--- config.mk ---
export PLATFORM = sky130hd
export DESIGN_NAME = pt_walk_mmu
export DESIGN_NICKNAME = d
export VERILOG_FILES = /design/src/rtl/ptw_pkg.sv /design/src/rtl/ptw_addr_gen.sv /design/src/rtl/ptw_pte_check.sv /design/src/rtl/ptw_ctrl.sv /design/src/rtl/pt_walk_mmu.sv
export SDC_FILE = /design/constraint.sdc
export NUM_CORES = 1
export LEC_CHECK = 0
export ABC_CLOCK_PERIOD_IN_PS = 2700
export BUFFER_PORTS_ARGS = -buffer_cell sky130_fd_sc_hd__buf_4
export CAP_MARGIN = 10
export CORE_MARGIN = 2
export CORE_UTILIZATION = 47
export CTS_CLUSTER_SIZE = 28
export DETAILED_ROUTE_END_ITERATION = 8
export PLACE_DENSITY_LB_ADDON = 0.08
export SYNTH_ARGS = -nofsm -noshare
export SYNTH_HDL_FRONTEND = slang
export SYNTH_SLANG_ARGS = --single-unit
--- constraint.sdc ---
create_clock -name clk -period 2.7 [get_ports clk]
set_input_delay 0.405 -clock clk [delete_from_list [all_inputs] [get_ports clk]]
set_output_delay 0.405 -clock clk [all_outputs]
set_load 0.02 [all_outputs]
--- src/rtl/ptw_pkg.sv ---
package ptw_pkg;
  typedef enum logic [2:0] {
    ST_IDLE, ST_PTEA, ST_SETA, ST_RDPTE, ST_CPA, ST_READ, ST_WRITE
  } ptw_state_e;

  typedef enum logic [1:0] {
    EXC_NONE   = 2'b00,
    EXC_LEN    = 2'b01,
    EXC_INV    = 2'b10,
    EXC_RIGHTS = 2'b11
  } ptw_cause_e;

  localparam int FLAG_VALID = 2;
  localparam int FLAG_WRITE = 1;
  localparam int FLAG_READ  = 0;
endpackage

--- src/rtl/ptw_addr_gen.sv ---
module ptw_addr_gen #(
  parameter int A_W   = 32,
  parameter int OFS_W = 12
) (
  input  logic [A_W-1:2]     vaddr,
  input  logic [A_W-OFS_W-1:0] origin,
  input  logic [A_W-OFS_W-1:0] length,
  input  logic [A_W-OFS_W-1:0] ppx,
  output logic [A_W-1:2]     pte_waddr,
  output logic               len_fault,
  output logic [A_W-1:2]     phys_waddr
);
  localparam int PIX_W = A_W - OFS_W;
  localparam int WOFS_W = OFS_W - 2;

  logic [PIX_W-1:0] pix;
  assign pix = vaddr[A_W-1:OFS_W];

  // entry address: table base plus one word per page index
  assign pte_waddr  = {origin, {WOFS_W{1'b0}}} + {{(A_W-2-PIX_W){1'b0}}, pix};
  assign len_fault  = (pix >= length);
  assign phys_waddr = {ppx, vaddr[OFS_W-1:2]};
endmodule

--- src/rtl/ptw_pte_check.sv ---
module ptw_pte_check
  import ptw_pkg::*;
(
  input  logic [2:0]  flags,
  input  logic        is_read,
  output logic        fault,
  output ptw_cause_e  cause
);
  always_comb begin
    fault = 1'b0;
    cause = EXC_NONE;
    if (!flags[FLAG_VALID]) begin
      fault = 1'b1;
      cause = EXC_INV;
    end else if (is_read ? !flags[FLAG_READ] : !flags[FLAG_WRITE]) begin
      fault = 1'b1;
      cause = EXC_RIGHTS;
    end
  end
endmodule

--- src/rtl/ptw_ctrl.sv ---
module ptw_ctrl
  import ptw_pkg::*;
(
  input  logic       clk,
  input  logic       rst,
  input  logic       req,
  input  logic       xlat,
  input  logic       is_read,
  input  logic       mem_busy,
  input  logic       len_fault,
  input  logic       pte_fault,
  output ptw_state_e state,
  output logic       exc_fire,
  output logic       exc_len,
  output logic       mem_rd_q,
  output logic       mem_wr_q,
  output logic       busy_q
);
  ptw_state_e nxt;

  always_comb begin
    nxt      = state;
    exc_fire = 1'b0;
    exc_len  = 1'b0;
    unique case (state)
      ST_IDLE:  if (req) nxt = xlat ? ST_PTEA : ST_SETA;
      ST_PTEA: begin
        if (len_fault) begin
          nxt      = ST_IDLE;
          exc_fire = 1'b1;
          exc_len  = 1'b1;
        end else begin
          nxt = ST_RDPTE;
        end
      end
      ST_SETA:  nxt = is_read ? ST_READ : ST_WRITE;
      ST_RDPTE: if (!mem_busy) nxt = ST_CPA;
      ST_CPA: begin
        if (pte_fault) begin
          nxt      = ST_IDLE;
          exc_fire = 1'b1;
        end else begin
          nxt = is_read ? ST_READ : ST_WRITE;
        end
      end
      ST_READ, ST_WRITE: if (!mem_busy) nxt = ST_IDLE;
      default:  nxt = ST_IDLE;
    endcase
  end

  always_ff @(posedge clk) begin
    if (rst) begin
      state    <= ST_IDLE;
      mem_rd_q <= 1'b0;
      mem_wr_q <= 1'b0;
      busy_q   <= 1'b0;
    end else begin
      state    <= nxt;
      mem_rd_q <= (nxt == ST_RDPTE) || (nxt == ST_READ);
      mem_wr_q <= (nxt == ST_WRITE);
      busy_q   <= (nxt != ST_IDLE);
    end
  end


  strobe_hold_rd_chk: assert property (@(posedge clk) disable iff (rst)
    (mem_rd_q && mem_busy) |=> mem_rd_q);

  strobe_hold_wr_chk: assert property (@(posedge clk) disable iff (rst)
    (mem_wr_q && mem_busy) |=> mem_wr_q);
endmodule

--- src/rtl/pt_walk_mmu.sv ---
module pt_walk_mmu
  import ptw_pkg::*;
#(
  parameter int A_W   = 32,
  parameter int OFS_W = 12
) (
  input  logic                 clk,
  input  logic                 rst,
  input  logic                 cpu_req,
  input  logic                 cpu_xlat,
  input  logic                 cpu_rd,
  input  logic                 cpu_wr,
  input  logic [A_W-1:2]       cpu_addr,
  input  logic [A_W-1:0]       cpu_wdata,
  output logic [A_W-1:0]       cpu_rdata,
  output logic                 cpu_busy,
  input  logic [A_W-OFS_W-1:0] pt_origin,
  input  logic [A_W-OFS_W-1:0] pt_length,
  output logic                 mem_rd,
  output logic                 mem_wr,
  output logic [A_W-1:2]       mem_addr,
  output logic [A_W-1:0]       mem_wdata,
  input  logic [A_W-1:0]       mem_rdata,
  input  logic                 mem_busy,
  output logic                 exc_valid,
  output logic [1:0]           exc_cause,
  output logic [A_W-1:2]       exc_vaddr
);
  localparam int PIX_W = A_W - OFS_W;

  ptw_state_e     state;
  logic           is_read, exc_fire, exc_len, len_fault, pte_fault;
  ptw_cause_e     pte_cause;
  logic [A_W-1:2] ar_q, pte_waddr, phys_waddr;
  logic [A_W-1:0] dr_q;

  assign is_read = cpu_rd | ~cpu_wr;

  ptw_addr_gen #(.A_W(A_W), .OFS_W(OFS_W)) u_addr (
    .vaddr(cpu_addr), .origin(pt_origin), .length(pt_length),
    .ppx(dr_q[A_W-1:OFS_W]), .pte_waddr(pte_waddr),
    .len_fault(len_fault), .phys_waddr(phys_waddr));

  ptw_pte_check u_chk (
    .flags(dr_q[2:0]), .is_read(is_read), .fault(pte_fault), .cause(pte_cause));

  ptw_ctrl u_ctrl (
    .clk(clk), .rst(rst), .req(cpu_req), .xlat(cpu_xlat), .is_read(is_read),
    .mem_busy(mem_busy), .len_fault(len_fault), .pte_fault(pte_fault),
    .state(state), .exc_fire(exc_fire), .exc_len(exc_len),
    .mem_rd_q(mem_rd), .mem_wr_q(mem_wr), .busy_q(cpu_busy));

  always_ff @(posedge clk) begin
    if (rst) begin
      ar_q      <= '0;
      dr_q      <= '0;
      exc_valid <= 1'b0;
      exc_cause <= EXC_NONE;
      exc_vaddr <= '0;
    end else begin
      case (state)
        ST_PTEA: ar_q <= pte_waddr;
        ST_SETA: ar_q <= cpu_addr;
        ST_CPA:  ar_q <= phys_waddr;
        default: ;
      endcase
      if (state == ST_RDPTE || state == ST_READ) dr_q <= mem_rdata;
      exc_valid <= exc_fire;
      if (exc_fire) begin
        exc_cause <= exc_len ? EXC_LEN : pte_cause;
        exc_vaddr <= cpu_addr;
      end
    end
  end

  assign mem_addr  = ar_q;
  assign mem_wdata = cpu_wdata;
  assign cpu_rdata = dr_q;


  addr_hold_chk: assert property (@(posedge clk) disable iff (rst)
    ((mem_rd || mem_wr) && mem_busy) |=> $stable(mem_addr));

  exc_pulse_chk: assert property (@(posedge clk) disable iff (rst)
    exc_valid |=> !exc_valid);

  exc_idle_chk: assert property (@(posedge clk) disable iff (rst)
    exc_valid |-> !cpu_busy);

  exc_no_strobe_chk: assert property (@(posedge clk) disable iff (rst)
    exc_valid |-> $past(!mem_rd && !mem_wr));

  reset_quiet_chk: assert property (@(posedge clk)
    $past(rst) |-> (!cpu_busy && !mem_rd && !mem_wr && !exc_valid));

  logic unused_ok;
  assign unused_ok = ^{PIX_W[0]};
endmodule

==> results of run 1 <==
-- cells by family after synthesis --
logic type,after synthesis,share of synthesized area
AND/OR/NAND/NOR,208,0.1654
AO/OA/AOI/OAI,177,0.2144
buffers and inverters,98,0.09677
flip-flops,101,0.3697
XOR/XNOR,13,0.02082
adder cells (fa/ha/maj),31,0.07229
multiplexers,33,0.06063
-- registers in the layout, indices dropped and copies added (netlist names) --
register / count
cpu_rdata: 32
exc_vaddr: 30
mem_addr: 30
u_ctrl.mem_rd_q: 1
u_ctrl.mem_wr_q: 1
u_ctrl.state: 3
u_ctrl.busy_q: 1
exc_cause: 2
exc_valid: 1
-- worst max-delay path by stage --
stage | start | end | slack, ns | cells past startpoint
CTS | cpu_addr[29] | exc_vaddr[30]$_SDFFE_PP0P_ | 0.44 | 10
floorplan | pt_length[17] | exc_vaddr[10]$_SDFFE_PP0P_ | 0.42 | 10
detailed placement | cpu_addr[29] | exc_vaddr[30]$_SDFFE_PP0P_ | 0.07 | 10
global placement | cpu_addr[29] | exc_vaddr[22]$_SDFFE_PP0P_ | 0.17 | 10
finish | cpu_addr[29] | exc_vaddr[30]$_SDFFE_PP0P_ | 0.46 | 10
global route | cpu_addr[29] | exc_vaddr[30]$_SDFFE_PP0P_ | 0.26 | 10
-- tightest hold or removal path: cells and delay by family --
| kind | cells | cell delay, ns |
|---|---|---|
| buffers and inverters | 1 | 0.11 |
| and+or+nand+nor | 1 | 0.04 |
| AOI/OAI and AO/OA | 1 | 0.05 |
-- through the flow --
stage / setup WS [ns] / power (uW) / area, um^2 / utilization / instances
5_1_grt: 0.2617 / 4890 / 7224 / 0.6354 / 973
3_5_place_dp: 0.07271 / 3371 / 6938 / 0.6102 / 959
3_3_place_gp: 0.1721 / 3345 / 6938 / 0.6102 / 959
2_1_floorplan: 0.4159 / 2778 / 5469 / - / 661
6_report: 0.4579 / 4643 / 7224 / 0.6354 / 973
4_1_cts: 0.4376 / 4672 / 7224 / 0.6354 / 973
-- cell usage in the layout (no fill, tap or decap), types with 5 or more instances in the layout --
master	netlist	layout
xor2_1	8	8
a31oi_1	5	5
a22oi_1	11	11
a211oi_1	6	6
nand2b_1	5	5
dfxtp_1	101	101
nand3_1	10	10
ha_1	30	30
buf_4	32	224
inv_1	27	27
a21oi_1	72	71
nor2_1	68	68
o22a_1	6	6
nand2_1	95	95
nor3_1	7	6
xnor2_1	5	5
mux2i_1	32	32
o31ai_1	5	5
o22ai_1	16	16
o21ai_0	14	14
a21o_1	6	6
clkbuf_16	0	9
-- layout make-up --
cell class	instances	area (um^2)	share of cell area
clock inverters	5	61.31	0.008486
well taps	143	178.9	0.02477
clock buffers	9	225.2	0.03117
multi-input cells	462	2930	0.4056
repair buffers	225	1702	0.2355
inverters	28	105.1	0.01455
flip-flops and latches	101	2022	0.2799
-- routing by layer --
metal / GRT usage / up-vias / part of all wire
met5: 0 / - / 0
met4: 0.1111 / 0 / 0.029
met3: 0.06097 / 47 / 0.077
met2: 0.4388 / 236 / 0.47
met1: 0.3443 / 2459 / 0.42
li1: - / 2613 / -
-- synth_stat cells (3+ instances only) --
cell type	instances
clkbuf_1	28
o22a_1	6
mux2i_1	32
a211oi_1	6
o21ai_0	14
ha_1	30
inv_1	27
nor3_1	7
o31ai_1	5
nor2_1	68
buf_4	32
buf_2	5
a21oi_1	72
a22oi_1	11
xnor2_1	5
buf_6	4
nand3_1	10
xor2_1	8
a21boi_0	3
o22ai_1	16
dfxtp_1	101
nand2b_1	5
nand2_1	95
nor3b_1	3
nand4_1	4
and3_1	3
a21o_1	6
o21ai_1	5
a31oi_1	5
-- power breakdown --
group          internal, uW  leakage, uW  switching, uW
combinational           678      0.00250            870
sequential             1670     0.000822            123
clock                   716     0.000142            588
==> out/qor.txt, run 1 <==
===============================================================================================
Top-level port count                                                                        271
Number of clock sinks                                                                       101
Worst R2R Path Depth                                                                          7
Post-cts hold buffer count                                                                    0
Destination of the worst register-to-register timing path                          mem_addr[5]$_SDFFE_PP0P_
Fin Hold WS                                                                           0.2905 ns
DR pass1 iterations                                                                           5
Slew @ Worst Pin                                                                      0.5868 ns
Number of nets in the layout                                                                999
Wirelength, routed                                                                     17120 um
Sum of negative setup slack                                                                0 ns
Number of max-slew violations in the final report                                             0
DPL Wire Length                                                                        13190 um
Min-Delay Endpoint                                                                 cpu_rdata[20]$_SDFFE_PP0P_
Internal reg-to-reg setup slack                                                         0.53 ns
CTS tree                                                                                  built
Fraction of registers with async set/reset                                                    0
Ys flop type                                                                            dfxtp_1
Cell count after synthesis                                                                  661
Layout cells sized above 1                                                               0.3072
Portion of the post-synthesis area used by sequential elements                           0.3697
Highest ir drop seen on vdd                                                            404.3 uV
Number of maximum-capacitance constraint violations                                           0
Number of H-tree levels                                                                       3
Buffers & Inverters on Critical Path                                                          2
Number of antenna-violating nets in the routed design                                         0
Final setup violation count                                                                   0
Worst hold-check path type                                                         input port to register
Tcrit/Tclk final                                                                         0.8304
Area growth from synthesis to layout                                                     32.10%
Worst Clk Skew                                                                       0.01107 ns
All-Layer GR Usage                                                                       0.2689
Largest buffer count on any clock path                                                        2
Final count of hold timing violations                                                         0
Distinct cell type count after synthesis                                                     64
Core Rows                                                                                    39
Post-detailed-route via-to-cell ratio                                                     5.504
Sort of element at the end of the critical path                                        register
Power per unit of standard cell area                                               642.7 nW/um^2
Startpoint type of the worst setup path                                              input port
Fraction of synthesized cell area taken by the top area cell type                        0.3697
Result of the run                                                                     completed
Vias in the first global route                                                             5194
Cell depth of the worst hold path                                                             3
Relative max-transition margin                                                           0.6088
Startpoint of the worst-slack reg-to-reg timing path                               u_ctrl.state[1]$_SDFF_PP0_
Synthesized Nets                                                                            833
Avg Synthesized Cell Area                                                            8.274 um^2
Placer Congestion                                                                        0.8783
Cell Chain, Critical Path                                                          buf_4, ha_1, a211oi_2, nor2_1, a2111oi_4, nor2_2, nor3_4, buf_4, mux2i_1, nor2_1
Worst Path Max Fanout                                                                        10
Netlist Area Pre-Place                                                                5469 um^2
Initial antenna violation count                                                               0
Count of buffers inserted at the top-level ports                                            206
Die Span Y                                                                             111.9 um
Quantity of gates resized following cts                                                       0
Total via count after detailed routing                                                     5355
Clock tree root buffer cell                                                           clkbuf_16
Startpoint-to-endpoint class of the critical path                                  input port to register
Final period demand of the worst path                                                  2.242 ns
First-pass GRT wire length                                                             27010 um
Delay of the slowest cell on the worst path                                             0.39 ns
Post-synthesis register bit count                                                           101
Fmax                                                                                  446.0 MHz
Hold Startpoint                                                                    mem_rdata[20]
Cell type with the largest total area after synthesis                                   dfxtp_1
Maximum number of pins on one net before global-route repair                                 59
Starting density of the core                                                             0.4810
DR iter-0 viols                                                                             289
Std-Cell Core Area                                                                   11370 um^2
Clock input transition at the sequential cells of the worst setup and hold paths        0.07 ns
Number of antenna repair diodes                                                               0
Number of enable-type register cells in the synthesized netlist                               0
Number of filler cells placed in the layout                                                 985
Leftover overflow at the end of global routing                                                0
Ranking of synthesized cells by area                                               dfxtp_1, ha_1, a21oi_1
Die X-Extent                                                                           111.9 um
Overall die area                                                                     12510 um^2
Kind of cell with the highest combined delay on the critical path                  compound AO/OA/AOI/OAI gates
CTS buffer count                                                                              9
RSZ-0062 raised after global routing                                                         no
Syn. warnings                                                                                 0
Worst-skew pair later-pin latency                                                       0.35 ns
Cell with the biggest individual delay on the critical path                           a2111oi_4
Arrival time reported for the critical path endpoint                                    2.47 ns
Wirelength per Cell                                                                    17.59 um
Leakage Power                                                                       0.003468 uW
Endpoint required time on the critical path                                             2.92 ns
Drt drc                                                                                       0
Buffers inserted by post-CTS timing repair                                                    0
===============================================================================================
Power figures use the tool's default switching activity.
==> inputs of run 2 (changes only) <==
- ABC_AREA: unset -> 1
- ABC_CLOCK_PERIOD_IN_PS: 2700 -> 2050
- CORE_UTILIZATION: 47 -> 43
- clock period: 2.7 -> 2.05 ns (I/O delays scaled with it)
==> out/qor.txt, run 2 <==
===============================================================================================
Quantity of gates resized following cts                                                       0   unchanged
Hold Startpoint                                                                    mem_rdata[8]
Most numerous cell in the Yosys netlist                                                 nand2_1
Starting density of the core                                                             0.4439   -0.03713
Netlist Area Pre-Place                                                                5948 um^2   +8.8%
Most common cell after layout, fill and taps aside                                        buf_4
Syn. warnings                                                                                 0   unchanged
Number of H-tree levels                                                                       3   unchanged
Layout cells sized above 1                                                               0.3016   -0.005672
Util after Layout                                                                        0.5938   -0.04158
Cell count after placement                                                                 1188   +24%
First-pass GRT wire length                                                             28510 um   +5.5%
Sort of element at the end of the critical path                                        register
Drt drc                                                                                       0   unchanged
Startpoint-to-endpoint class of the critical path                                  register to register
Overall die area                                                                     14790 um^2   +18%
Fraction of registers with async set/reset                                                    0   unchanged
Buffers inserted by post-CTS timing repair                                                    0   unchanged
Endpoint required time on the critical path                                             2.34 ns   -0.58 ns
Post-detailed-route via-to-cell ratio                                                     5.020   -8.8%
Number of max-slew violations in the final report                                             0   unchanged
Number of enable-type register cells in the synthesized netlist                               0   unchanged
Number of antenna repair diodes                                                               0   unchanged
Slew @ Worst Pin                                                                      0.4358 ns   -0.1510 ns
Number of clock sinks                                                                       101   unchanged
Worst hold-check path type                                                         input port to register
RSZ-0062 raised after global routing                                                         no
Largest buffer count on any clock path                                                        2   unchanged
CTS buffer count                                                                              9   unchanged
Ys flop type                                                                            dfxtp_1
Highest ir drop seen on vdd                                                            689.3 uV   +70%
Critical path origin                                                               u_ctrl.state[0]$_SDFF_PP0_
Synthesized Nets                                                                           1012   +21%
DR pass1 iterations                                                                           5   unchanged
CTS tree                                                                                  built
Fmax                                                                                  575.8 MHz
Die X-Extent                                                                           121.6 um   +8.7%
Count of placed standard cells in the final layout, fillers left out                       1204   +24%
Power per unit of standard cell area                                               903.9 nW/um^2   +41%
Count of buffers inserted at the top-level ports                                            206   unchanged
Final period demand of the worst path                                                  1.737 ns
Portion of the post-synthesis area used by sequential elements                           0.3399   -0.02979
Commonest cells post-synth                                                         nand2_1, nor2_1, dfxtp_1
Total via count after detailed routing                                                     6044   +13%
Vias in the first global route                                                             5634   +8.5%
Die Span Y                                                                             121.6 um   +8.7%
Post-synthesis register bit count                                                           101   unchanged
Maximum number of pins on one net before global-route repair                                 48   -19%
Cell count after synthesis                                                                  840   +27%
All-Layer GR Usage                                                                       0.2471   -0.02181
Clock tree root buffer cell                                                           clkbuf_16
Leftover overflow at the end of global routing                                                0   unchanged
Distinct cell type count after synthesis                                                     41   -36%
Final setup violation count                                                                   0   unchanged
Core Rows                                                                                    42   +7.7%
Post-cts hold buffer count                                                                    0   unchanged
Worst Clk Skew                                                                      0.004993 ns   -0.006073 ns
Clock input transition at the sequential cells of the worst setup and hold paths        0.07 ns   about the same
Placer Congestion                                                                        0.9163   +4.3%
Worst-skew pair later-pin latency                                                       0.36 ns   about the same
Wirelength, routed                                                                     18310 um   +7.0%
Commonest cells after routing, fill and taps aside                                 buf_4, nand2_1, nor2_1
Area growth from synthesis to layout                                                     33.78%
Avg Synthesized Cell Area                                                            7.081 um^2   -14%
Wirelength per Cell                                                                    15.21 um   -14%
Fraction of synthesized cell area taken by the top area cell type                        0.3399   -0.02979
Arrival time reported for the critical path endpoint                                    2.03 ns   -0.44 ns
Number of nets in the layout                                                               1195   +20%
Top-level port count                                                                        271   unchanged
Final count of hold timing violations                                                         0   unchanged
Worst Path Max Fanout                                                                        13   +3
Startpoint type of the worst setup path                                                register
Result of the run                                                                     completed
Relative max-transition margin                                                           0.7090   +0.1003
DR iter-0 viols                                                                             385   +33%
Max FFs per register                                                                         32   unchanged
Startpoint of the worst-slack reg-to-reg timing path                               u_ctrl.state[0]$_SDFF_PP0_
Number of antenna-violating nets in the routed design                                         0   unchanged
Initial antenna violation count                                                               0   unchanged
Cell type with the largest total area after synthesis                                   dfxtp_1
Leakage Power                                                                       0.004263 uW   +23%
DPL Wire Length                                                                        14300 um   +8.4%
Std-Cell Core Area                                                                   13400 um^2   +18%
Ranking of synthesized cells by area                                               dfxtp_1, nand2_1, nor2_1
Tcrit/Tclk final                                                                         0.8472
Number of maximum-capacitance constraint violations                                           0   unchanged
===============================================================================================
run 2: cell types whose count changed in the layout (fill, tap and decap cells not counted), moves of 7 or more:
cell	change
buf_4	+11
inv_1	+67
a221oi_1	+14
nand2_1	+67
nand3_2	+28
nor2_1	+38
o22ai_1	-15
nand3_1	+32
mux2i_1	-32
o21ai_0	+37
or2_2	+7
a22oi_1	-11
run 2: worst paths after layout:
check / endpoint / slack (ns) / depth (start not counted)
max: u_ctrl.mem_rd_q$_SDFF_PP0_ / 0.31 / 7
min: cpu_rdata[8]$_SDFFE_PP0P_ / 0.17 / 3
max reg2reg: u_ctrl.mem_rd_q$_SDFF_PP0_ / 0.31 / 7
min reg2reg: cpu_rdata[0]$_SDFFE_PP0P_ / 0.48 / 2
run 2: cells by family after synthesis:
logic type	Yosys count	share of synthesized area
simple gates	366	0.2857
compound gates	169	0.1620
flops	101	0.3399
xor+xnor	2	0.002945
buf+inv	171	0.1430
fa+ha+maj	31	0.06647
run 2: layout make-up:
type,count,area (um^2)
Clock buffer,11,252.7
Clock inverter,5,103.9
Fill cell,1316,5443
Inverter,101,379.1
Multi-Input combinational cell,568,3075
Sequential cell,101,2022
Tap cell,176,220.2
Timing Repair Buffer,242,1904
run 2: stage by stage:
stage | hold WS [ns] | TNS (ns) | power (uW) | setup slack (ns) | instance area (um^2)
global placement | 0.4616 | -0.01183 | 5188 | -0.01183 | 7601
detailed placement | 0.4729 | -0.1945 | 5205 | -0.04184 | 7601
global route | 0.1721 | 0 | 7599 | 0.1687 | 7958
CTS | 0.1622 | 0 | 7248 | 0.3109 | 7958
finish | 0.1677 | 0 | 7193 | 0.3132 | 7958
floorplan | 0.3769 | 0 | 4183 | 0.3142 | 5948
run 2: critical path, stage by stage (launching register included):
cell and delay (ns):
dfxtp_1 0.48, inv_2 0.10, nor3_4 0.18, buf_4 0.25, nand3_1 0.27, nand2_1 0.20, nand2_1 0.07, a21oi_1 0.11
run 2: power breakdown:
| group | leakage (uW) | internal [uW] | switching (uW) |
|---|---|---|---|
| logic | 0.00326 | 1120 | 1520 |
| registers | 0.000825 | 2300 | 219 |
| clock network | 0.000176 | 1260 | 776 |
| total | 0.00426 | 4680 | 2510 |
run 2: layer usage:
metal,part of all wire,GRT usage,vias up
met5,0,0,-
met4,0.021,0.08621,0
met3,0.087,0.06414,28
met2,0.44,0.3845,229
met1,0.45,0.3328,2704
li1,-,-,3083
==> inputs of run 3 (changes only) <==
- ABC_AREA: 1 -> 0
- ABC_CLOCK_PERIOD_IN_PS: 2050 -> 1730
- CORE_UTILIZATION: 43 -> 47
- clock period: 2.05 -> 1.73 ns (I/O delays scaled with it)
==> out/qor.txt, run 3 (synthesized netlist as in run 1, its figures left out) <==
===============================================================================================
Startpoint-to-endpoint class of the critical path                                  input port to register
Switching power total                                                                   2712 uW   +7.9%
Drt drc                                                                                       0   unchanged
Layout cells sized above 1                                                               0.4605   +0.1590
Vias in the first global route                                                             5679   +0.80%
Clock input transition at the sequential cells of the worst setup and hold paths        0.07 ns   about the same
Core Rows                                                                                    39   -7.1%
DR iter-0 viols                                                                             364   -5.5%
Switching part of the total                                                              0.3355   -0.01410
Overall die area                                                                     12510 um^2   -15%
Fraction of power consumed by sequential logic                                            0.347   -0.003
Slew @ Worst Pin                                                                      0.3908 ns   -0.04504 ns
RSZ-0062 raised after global routing                                                        yes
Post-detailed-route via-to-cell ratio                                                     5.526   +10%
Std-Cell Core Area                                                                   11370 um^2   -15%
Number of max-slew violations in the final report                                             0   unchanged
Largest buffer count on any clock path                                                        2   unchanged
Sort of element at the end of the critical path                                        register
Total via count after detailed routing                                                     5902   -2.3%
Tcrit/Tclk final                                                                          1.175
Maximum number of pins on one net before global-route repair                                 37   -23%
Number of nets in the layout                                                               1093   -8.5%
Post-cts hold buffer count                                                                    0   unchanged
Most common cell after layout, fill and taps aside                                        buf_4
Violations in the final reports                                                    setup timing
Leftover overflow at the end of global routing                                                0   unchanged
Final period demand of the worst path                                                  2.033 ns
Util after Layout                                                                        0.7610   +0.1671
All-Layer GR Usage                                                                       0.2942   +0.04706
Area growth from synthesis to layout                                                     58.20%
Relative max-transition margin                                                           0.7381   +0.02903
Number of maximum-capacitance constraint violations                                           0   unchanged
Worst Clk Skew                                                                      0.006174 ns   +0.001181 ns
Number of clock sinks                                                                       101   unchanged
Highest ir drop seen on vdd                                                            800.3 uV   +16%
Internal power summed over all cells                                                    5372 uW   +15%
Starting density of the core                                                             0.4810   +0.03713
Endpoint required time on the critical path                                             1.95 ns   -0.39 ns
Wirelength per Cell                                                                    18.62 um   +22%
Number of H-tree levels                                                                       3   unchanged
Power per unit of standard cell area                                               934.3 nW/um^2   +3.4%
Wirelength, routed                                                                     19890 um   +8.6%
Number of antenna-violating nets in the routed design                                         0   unchanged
Worst Setup Slack, final                                                             -0.3026 ns   -0.6158 ns
Cell count after placement                                                                 1026   -14%
DPL Wire Length                                                                        14680 um   +2.7%
DR pass1 iterations                                                                           5   unchanged
Number of antenna repair diodes                                                               0   unchanged
Clk pwr share                                                                             0.269   -0.014
Die X-Extent                                                                           111.9 um   -8.0%
Commonest cells after routing, fill and taps aside                                 buf_4, dfxtp_1, nand2_1
Placer Congestion                                                                        0.9168   about the same
Portion of total power attributed to combinational logic                                  0.384   +0.017
CTS buffer count                                                                              9   unchanged
Count of placed standard cells in the final layout, fillers left out                       1068   -11%
Final count of hold timing violations                                                         0   unchanged
Worst Path Max Fanout                                                                         6   -7
Startpoint type of the worst setup path                                              input port
Arrival time reported for the critical path endpoint                                    2.26 ns   +0.23 ns
CTS tree                                                                                  built
Worst hold-check path type                                                         input port to register
Clock tree root buffer cell                                                           clkbuf_16
Max FFs per register                                                                         32   unchanged
Total power draw                                                                        8084 uW   +12%
Initial antenna violation count                                                               0   unchanged
Count of buffers inserted at the top-level ports                                            206   unchanged
Final setup violation count                                                                  36   +36
Worst-skew pair later-pin latency                                                       0.35 ns   about the same
First-pass GRT wire length                                                             29520 um   +3.5%
Die Span Y                                                                             111.9 um   -8.0%
Leakage Power                                                                       0.004061 uW   -4.7%
Fmax                                                                                  492.0 MHz
Result of the run                                                                  complete, but fails checks
Top-level port count                                                                        271   unchanged
===============================================================================================
## run 3: changes by cell type in the layout (fill, tap and decap cells not counted), sizes merged, moves of 38 or more
cell and delta:
buf +75, inv -73, nand2 -71, nand3 -60, nor2 -40, o21ai -38
## run 3: stage by stage
stage          hold WS (ns)  setup TNS [ns]  area (um^2)  worst slack (ns)
2_1_floorplan        0.3955          -8.820         5653           -0.2697
3_3_place_gp         0.4437          -22.92         7640           -0.5379
3_5_place_dp         0.4469          -25.22         7640           -0.6112
4_1_cts              0.1526          -5.442         8227           -0.2019
5_1_grt              0.1532          -10.43         8652           -0.3495
6_report             0.1530          -7.905         8652           -0.3026
## run 3: timing repair
item / CTS / global route
pin swaps: 17 / 43
gates resized for setup: 47 / 57
setup buffers: 6 / 18
endpoints found under the setup margin: 59 / 86
cloned: 1 / 2
## run 3: power by group through the flow
stage / sequential (uW) / clock, uW / combinational, uW
3_3_place_gp: 2830 / 0 / 2640
6_report: 2800 / 2170 / 3110
3_5_place_dp: 2840 / 0 / 2700
4_1_cts: 2790 / 2180 / 2820
5_1_grt: 2830 / 2280 / 3310
2_1_floorplan: 3110 / 0 / 1260
## run 3: final timing paths
check	to	from	slack [ns]	depth (start not counted)
worst max-delay path	exc_vaddr[18]$_SDFFE_PP0P_	pt_length[17]	-0.30	12
worst min-delay path	cpu_rdata[8]$_SDFFE_PP0P_	mem_rdata[8]	0.15	3
worst max register to register	exc_vaddr[18]$_SDFFE_PP0P_	cpu_rdata[2]$_SDFFE_PP0P_	-0.11	8
worst min register to register	cpu_rdata[5]$_SDFFE_PP0P_	cpu_rdata[5]$_SDFFE_PP0P_	0.46	2
## run 3: layer usage
layer  wire length (um)  up-vias  global-route usage
met5                  0        -                   0
met4                409        0             0.08724
met3               1340       38             0.05226
met2               9926      238              0.5034
met1               8211     2822              0.3800
li1                   -     2804                   -
## run 3: critical path, stage by stage
cell and delay (ns):
buf_6 0.10, inv_4 0.05, ha_4 0.20, and4_4 0.20, and3_4 0.17, a2111oi_4 0.34
nor2_2 0.11, nor3_4 0.24, buf_6 0.15, buf_12 0.13, mux2i_1 0.23, nor2_1 0.08
## run 3: layout make-up
| cell class | instances | area (um^2) |
|---|---|---|
| flip-flops and latches | 101 | 2026 |
| well taps | 143 | 178.9 |
| clock buffers | 9 | 225.2 |
| inverters | 28 | 128.9 |
| repair buffers | 319 | 2599 |
| fillers | 846 | 2718 |
| clock inverters | 6 | 86.33 |
| multi-input cells | 462 | 3408 |
